**config.mk**
```make
export PLATFORM = sky130hd
export DESIGN_NAME = upc_sequencer
export DESIGN_NICKNAME = d
export VERILOG_FILES = /design/src/rtl/upc_pkg.sv /design/src/rtl/upc_dispatch_rom.sv /design/src/rtl/upc_next_sel.sv /design/src/rtl/upc_sequencer.sv
export SDC_FILE = /design/constraint.sdc
export NUM_CORES = 1
export LEC_CHECK = 0
export ABC_AREA = 1
export BUFFER_PORTS_ARGS = -buffer_cell sky130_fd_sc_hd__buf_2
export CELL_PAD_IN_SITES_DETAIL_PLACEMENT = 1
export CELL_PAD_IN_SITES_GLOBAL_PLACEMENT = 1
export CORE_AREA = 2 2 39 41
export DETAILED_ROUTE_END_ITERATION = 7
export DIE_AREA = 0 0 41 43
export GPL_TIMING_DRIVEN = 0
export PLACE_DENSITY = 0.81
export SYNTH_ARGS = -nofsm -noshare
export SYNTH_HDL_FRONTEND = slang
export SYNTH_SLANG_ARGS = --single-unit
```
**constraint.sdc**
```tcl
create_clock -name clk -period 1.8 [get_ports clk]
set_clock_uncertainty 0.1 [all_clocks]
set_input_delay 0.09 -clock clk [delete_from_list [all_inputs] [get_ports clk]]
set_output_delay 0.09 -clock clk [all_outputs]
set_load 0.1 [all_outputs]
```
**src/rtl/upc_pkg.sv**
```systemverilog
package upc_pkg;
  typedef enum logic [1:0] {
    SEL_CLEAR    = 2'b00,
    SEL_DISPATCH = 2'b01,
    SEL_STEP     = 2'b10,
    SEL_RSVD     = 2'b11
  } next_sel_e;
endpackage

```
**src/rtl/upc_dispatch_rom.sv**
```systemverilog
module upc_dispatch_rom #(
  parameter int OP_W  = 6,
  parameter int UA_W  = 4,
  parameter int N_MAP = 5,
  parameter logic [N_MAP*OP_W-1:0] MAP_OPS = '0,
  parameter logic [N_MAP*UA_W-1:0] MAP_TGT = '0
) (
  input  logic [OP_W-1:0] opcode,
  output logic            hit,
  output logic [UA_W-1:0] target
);
  logic [N_MAP-1:0] match;

  // one comparator per table row
  for (genvar g = 0; g < N_MAP; g++) begin : g_row
    assign match[g] = (opcode == MAP_OPS[g*OP_W +: OP_W]);
  end

  always_comb begin
    target = '0;
    for (int i = 0; i < N_MAP; i++) begin
      if (match[i]) target = target | MAP_TGT[i*UA_W +: UA_W];
    end
  end

  assign hit = |match;
endmodule

```
**src/rtl/upc_next_sel.sv**
```systemverilog
module upc_next_sel
  import upc_pkg::*;
#(
  parameter int UA_W = 4
) (
  input  logic [1:0]      next_sel,
  input  logic            mem_wait,
  input  logic [UA_W-1:0] cur_addr,
  input  logic            disp_hit,
  input  logic [UA_W-1:0] disp_tgt,
  output logic [UA_W-1:0] nxt_addr,
  output logic            nxt_bad
);
  next_sel_e sel;
  assign sel = next_sel_e'(next_sel);

  always_comb begin
    nxt_addr = '0;
    nxt_bad  = 1'b0;
    unique case (sel)
      SEL_DISPATCH: begin
        if (disp_hit) nxt_addr = disp_tgt;
        else          nxt_bad  = 1'b1;
      end
      SEL_STEP:  nxt_addr = cur_addr + UA_W'(1);
      SEL_CLEAR,
      SEL_RSVD:  nxt_addr = '0;
    endcase
    if (mem_wait) begin
      nxt_addr = cur_addr;
      nxt_bad  = 1'b0;
    end
  end
endmodule

```
**src/rtl/upc_sequencer.sv**
```systemverilog
module upc_sequencer #(
  parameter int OP_W  = 6,
  parameter int UA_W  = 4,
  parameter int N_MAP = 5,
  parameter logic [N_MAP*OP_W-1:0] MAP_OPS =
    {6'b101011, 6'b100011, 6'b001101, 6'b000100, 6'b000000},
  parameter logic [N_MAP*UA_W-1:0] MAP_TGT =
    {4'hB, 4'h8, 4'h6, 4'h3, 4'h4}
) (
  input  logic            clk,
  input  logic            rst_n,
  input  logic [1:0]      next_sel,
  input  logic [OP_W-1:0] opcode,
  input  logic            mem_wait,
  output logic [UA_W-1:0] uaddr,
  output logic            bad_opcode
);
  logic            disp_hit;
  logic [UA_W-1:0] disp_tgt;
  logic [UA_W-1:0] nxt_addr;
  logic            nxt_bad;
  logic            adv_en;
  logic [UA_W-1:0] upc_q;
  logic            bad_q;

  upc_dispatch_rom #(
    .OP_W(OP_W), .UA_W(UA_W), .N_MAP(N_MAP),
    .MAP_OPS(MAP_OPS), .MAP_TGT(MAP_TGT)
  ) u_rom (
    .opcode(opcode),
    .hit   (disp_hit),
    .target(disp_tgt)
  );

  upc_next_sel #(.UA_W(UA_W)) u_sel (
    .next_sel(next_sel),
    .mem_wait(mem_wait),
    .cur_addr(upc_q),
    .disp_hit(disp_hit),
    .disp_tgt(disp_tgt),
    .nxt_addr(nxt_addr),
    .nxt_bad (nxt_bad)
  );

  assign adv_en = ~mem_wait;

  always_ff @(posedge clk or negedge rst_n) begin
    if (!rst_n)      upc_q <= '0;
    else if (adv_en) upc_q <= nxt_addr;
  end

  always_ff @(posedge clk or negedge rst_n) begin
    if (!rst_n) bad_q <= 1'b0;
    else        bad_q <= nxt_bad;
  end

  assign uaddr      = upc_q;
  assign bad_opcode = bad_q;
endmodule

```
Word-level counts from Yosys, hierarchy flattened --
Cells that the tools add are included.
Storage, ports and cells: input port bits 11, flip-flop bits (word level) 5, logic and storage cells 24, output and inout bits 5
Operators by class: $add $sub $neg 1, eq/ne operators 7, reductions and logical operators 4, muxes and demuxes 10
Operators with widths (count):
- equality test 6 bit, second input constant | 2
- 2-to-1 mux 4 bit | 3
- one-hot mux 4 bit (3 select lines) | 1
- equality test 6 x 3 -> 1 bit, second input constant | 1
- equality test 6 x 4 -> 1 bit, second input constant | 1
- zero test 6 bit | 1
- 2-to-1 mux 3 bit | 2
- OR reduction 5 bit | 1
- adder 4 x 1 -> 4 bit, second input constant | 1
- equality test 2 bit, second input constant | 2
- 2-to-1 mux 1 bit | 3
- equality test 2 x 1 -> 1 bit, second input constant | 1
- zero test 2 bit | 1
- 2-to-1 mux 2 bit | 1
- OR reduction 2 bit | 1

Longest topological paths before layout --
depth after elaboration 8, mapped depth 7, depth with buffers taken out 7

Hierarchy --
A second synthesis with hierarchy kept.
Second synthesis, totals: cells, all modules 83, area total of the unflattened synthesis 479.2 um^2
Modules (own cells, without submodules):
- upc_next_sel | sequential area each 0.0 um^2, cells an instance 37, instances 1, area each 180.2 um^2
- upc_sequencer | sequential area each 125.1 um^2, cells an instance 18, instances 1, area each 173.9 um^2
- upc_dispatch_rom | sequential area each 0.0 um^2, cells an instance 28, instances 1, area each 125.1 um^2

Least setup slack after synthesis --
No wires, ideal clock.
path kind reg2reg, start point register upc_q[0] (netlist: uaddr[0]), end point register upc_q[1] (netlist: uaddr[1]), slack -0.034 ns, setup time 0.123 ns, clock period less this slack 1.834 ns, path buffers 0, cell stages (with the launch flop) 8, required time 1.577 ns, arrival 1.610 ns, path through dfrtp_1 ha_1 nand3_1 nand2_1 inv_1 nand2_1 inv_2 a21oi_2
On the way: longest elaborated chain between the ends 2
RTL lines:
- start, declared | line upc_sequencer.sv:23 | logic [UA_W-1:0] upc_q;
- start signal, assigned | line upc_sequencer.sv:49 | else if (adv_en) upc_q <= nxt_addr;
- adder 4 x 1 -> 4 bit | line upc_next_sel.sv:25 | SEL_STEP: nxt_addr = cur_addr + UA_W'(1);
- one-hot mux 4 bit (3 select lines) | line upc_next_sel.sv:20 | unique case (sel)
Every way passes these cells. A chain may end at the register's enable or synchronous reset.

Worst setup path in the final report --
start point register upc_q[2] (netlist: uaddr[2]), end point output port uaddr[2]
RTL lines:
- end, declared | line upc_sequencer.sv:15 | output logic [UA_W-1:0] uaddr,
No word-level cell between the ends.

==> results.md <==
* Status: completed
* Yosys top cell area share at 31.3%
* Mapped Area at between 300 and 400 µm²
* Initial antenna violation count at 0
* Post-route minimum period at ~1.3 ns
* Setup CP Type: reg2out
* Post-CTS Hold Fix Bufs at 1
* Leading area contributor after synthesis: dfrtp_1
* Core area at about 1400 µm²
* Initial core utilization at between 20% and 30%
* Layout area overhead at 33.5%
* PortBufs at 15
* Postcts setup bufs at 0
* Placed wire-length estimate at 838 µm
* Max FO, Critical Path at 5
* Clk Latency, worst-skew pair at 0.24 ns
* Syn Nets at 75
* Delay-heaviest family, CP: buffers and inverters
* Reg-to-reg slack, setup at 0.54 ns
* Buf/Inv on CP at 1
* Comb power frac at between 30% and 40%
* Post-synthesis adder-cell area fraction at roughly 3.1%
* Die Span Y at 43 µm
* Initial DRC count at 0
* Register area share after synthesis at 31.3%
* Net count, final at 96
* Max IR drop VDD at 0.000167 V
* Setup_tns at 0 ns
* PD cells at between 700 and 800 nW/µm²
* Final Hold Vio Count at 0
* Min setup slack post-route at slightly below 0.5 ns
* Simple-gate share of the synthesized area at approximately 44%
* Area share of xor/xnor cells in the synthesized design at approximately 2.2%
* Internal power at roughly 0.00024 W
* Clock power share at between 30% and 40%
* Post_cts resized at 0
* Vias per cell at between 4 and 5
* Largest net degree at the start of global routing at 7
* Final Cell Area at ~530 µm²
* Vias at 461
* IO Pins at 16
* First-pass GRT wire length at between 1.5 and 2 mm
* R2R depth at 7
* Final antenna-violating net count at 0
* Antenna fix cells at 0
* Num CTS Buffers at 3
* RSZ-0062 raised after global routing: false
* Hold Path Depth at 2
* Achievable Freq at 764 MHz
* DIE AREA at about 1800 µm²
* Worst r2r dst: uaddr[1]$_DFFE_PN0N_
* RR Startpoint: uaddr[0]$_DFFE_PN0N_
* Least-Margin Pin Slew at 0.488 ns
* Library cells used by synthesis at 16
* NetSw at about 0.00015 W
* CP Capture Type: primary output
* Required time worst endpoint at about 1.6 ns
* Fillers at approximately 190
* Hold path start: mem_wait
* Critical path's largest stage delay at around 0.46 ns
* Critical path's slowest cell: buf_2
* Critical path cell sequence: buf_2
* DR WL/cell at between 9 and 10 µm
* Startpoint Class: flip-flop
* Proportion of synthesized area in mux cells at 0%
* Rows at 14
* Gr usage total at a little over an eighth
* Tot Pwr at 0.000381 W
* Max Cap Viol at 0
* Post-DP Area at about 500 µm²
* CTS sink cnt at 5
* H-tree Lvls at 1
* Lkg Pwr at 0.303 nW
* Total length of routed wires at a little under 1 mm
* Post-synthesis average cell area at ~6.3 µm²
* Worst rel slew slack at 67.7%
* Switching share of power at 38.3%
* Root Driver: clkbuf_4
* Largest family of logic cells by synthesized area: simple AND/OR/NAND/NOR gates
* Setup-failing EPs final at 0
* Final core occ at between 30% and 40%
* Synth Area in Compound Gates at under 10%
* TritonCTS clock tree: yes
* Min-Delay Path Class: in2reg
* Worst path depth at 1
* #FFs+latches synth at 5
* Share of cells above drive strength 1 at between 30% and 40%
* Chip Width at 41 µm
* Clock Tree Buf Depth at 2
* Gpl congestion at a little over 0.7
* Syn. warnings at 0
* Top post-synthesis cells by area: dfrtp_1 (31%), nand2_1 (17%), nand3_1 (8.8%), inv_1 (7.5%), nor2_1 (6.6%)
* Global route overflow at 0
* Final critical-path share of the clock period at between 70 and 80%
* Hold EP: uaddr[2]$_DFFE_PN0N_
* Syn Inst Count at 63
* Vias in the first global route at between 400 and 500
* Drt first pass iters at 1
* Worst Path Arrival at approximately 1.1 ns
* Pre-CTS WS at around 0.55 ns
* Drt drc at 0
* Flop pwr share at between 30% and 40%
* CTS clock-pin slew for the worst setup and hold paths at 0.04 ns
* Max-slew violation count at 0
[layout by cell type, fill, tap and decap left out]
master and count:
inv_2 3, buf_2 15, ha_1 1, dfrtp_2 2, nand3_1 7, nor3_1 2
o211ai_1 1, nand2_2 2, o21ai_1 1, a21oi_2 2, inv_1 8, dfrtp_1 3
nor2_1 7, dlygate4sd3_1 1, xor2_1 1, nand4_1 1, clkbuf_4 3, nor2_2 3
nand2_1 18, o21ai_0 1, clkbuf_1 1
[routing by layer]
layer	GRT usage, %	vias up	wire (µm)
met1	14.6	202	413
met2	22.8	18	473
met4	10.0	0	34
met5	0	-	0
li1	-	236	-
met3	1.57	5	59
[synth_stat cells]
| cell | n |
|---|---|
| dfrtp_1 | 5 |
| o211ai_1 | 1 |
| nand2_2 | 2 |
| inv_1 | 8 |
| xor2_1 | 1 |
| inv_2 | 3 |
| nand3_1 | 7 |
| o21ai_1 | 1 |
| nand2_1 | 18 |
| a21oi_2 | 2 |
| nor2_1 | 7 |
| nor3_1 | 2 |
| nand4_1 | 1 |
| ha_1 | 1 |
| o21ai_0 | 1 |
| nor2_2 | 3 |
[per-stage QoR]
| stage | instances | hold slack [ns] |
|---|---|---|
| finish | 99 | 0.0128 |
| global route | 99 | 0.0333 |
| CTS | 99 | 0.0170 |
| detailed placement | 94 | -0.192 |
| global placement | 94 | -0.195 |
| floorplan | 63 | -0.306 |
[sequential cells by signal (all words and copies together) (netlist names)]
name	cells
uaddr	4
bad_opcode	1
[worst max-delay path by stage]
| stage | startpoint | endpoint | slack, ns |
|---|---|---|---|
| 2_1_floorplan | uaddr[2]$_DFFE_PN0N_ | uaddr[3]$_DFFE_PN0N_ | 0.22 |
| 3_3_place_gp | uaddr[0]$_DFFE_PN0N_ | uaddr[1]$_DFFE_PN0N_ | 0.55 |
| 3_5_place_dp | uaddr[0]$_DFFE_PN0N_ | uaddr[1]$_DFFE_PN0N_ | 0.55 |
| 4_1_cts | uaddr[2]$_DFFE_PN0N_ | uaddr[2] | 0.48 |
| 5_1_grt | uaddr[2]$_DFFE_PN0N_ | uaddr[2] | 0.45 |
| 6_report | uaddr[2]$_DFFE_PN0N_ | uaddr[2] | 0.49 |
[power by group through the flow]
stage | clock network, W | logic [W] | registers (W)
global placement | 0 | 0.000119 | 0.000132
floorplan | 0 | 0.0000359 | 0.000182
CTS | 0.000134 | 0.000123 | 0.000130
global route | 0.000144 | 0.000132 | 0.000132
detailed placement | 0 | 0.000121 | 0.000132
finish | 0.000129 | 0.000122 | 0.000130
[cell type report]
cell class / count / area [µm²] / share of cell area (%)
Multi-Input combinational cell: 47 / 233 / 43.7
Sequential cell: 5 / 128 / 23.9
Timing Repair Buffer: 16 / 85.1 / 16.0
Inverter: 11 / 41.3 / 7.75
Clock buffer: 4 / 26.3 / 4.93
Tap cell: 16 / 20.0 / 3.76
[cells by family (layout without fill, tap and decap cells)]
group	count (synthesis)	after routing
and+or+nand+nor	40	40
DFF	5	5
buffers and inverters	11	31
xor gates and xnor gates	1	1
AOI/OAI and AO/OA	5	5
adders and majority gates	1	1
Note: power is estimated with default switching activity, not from simulation.
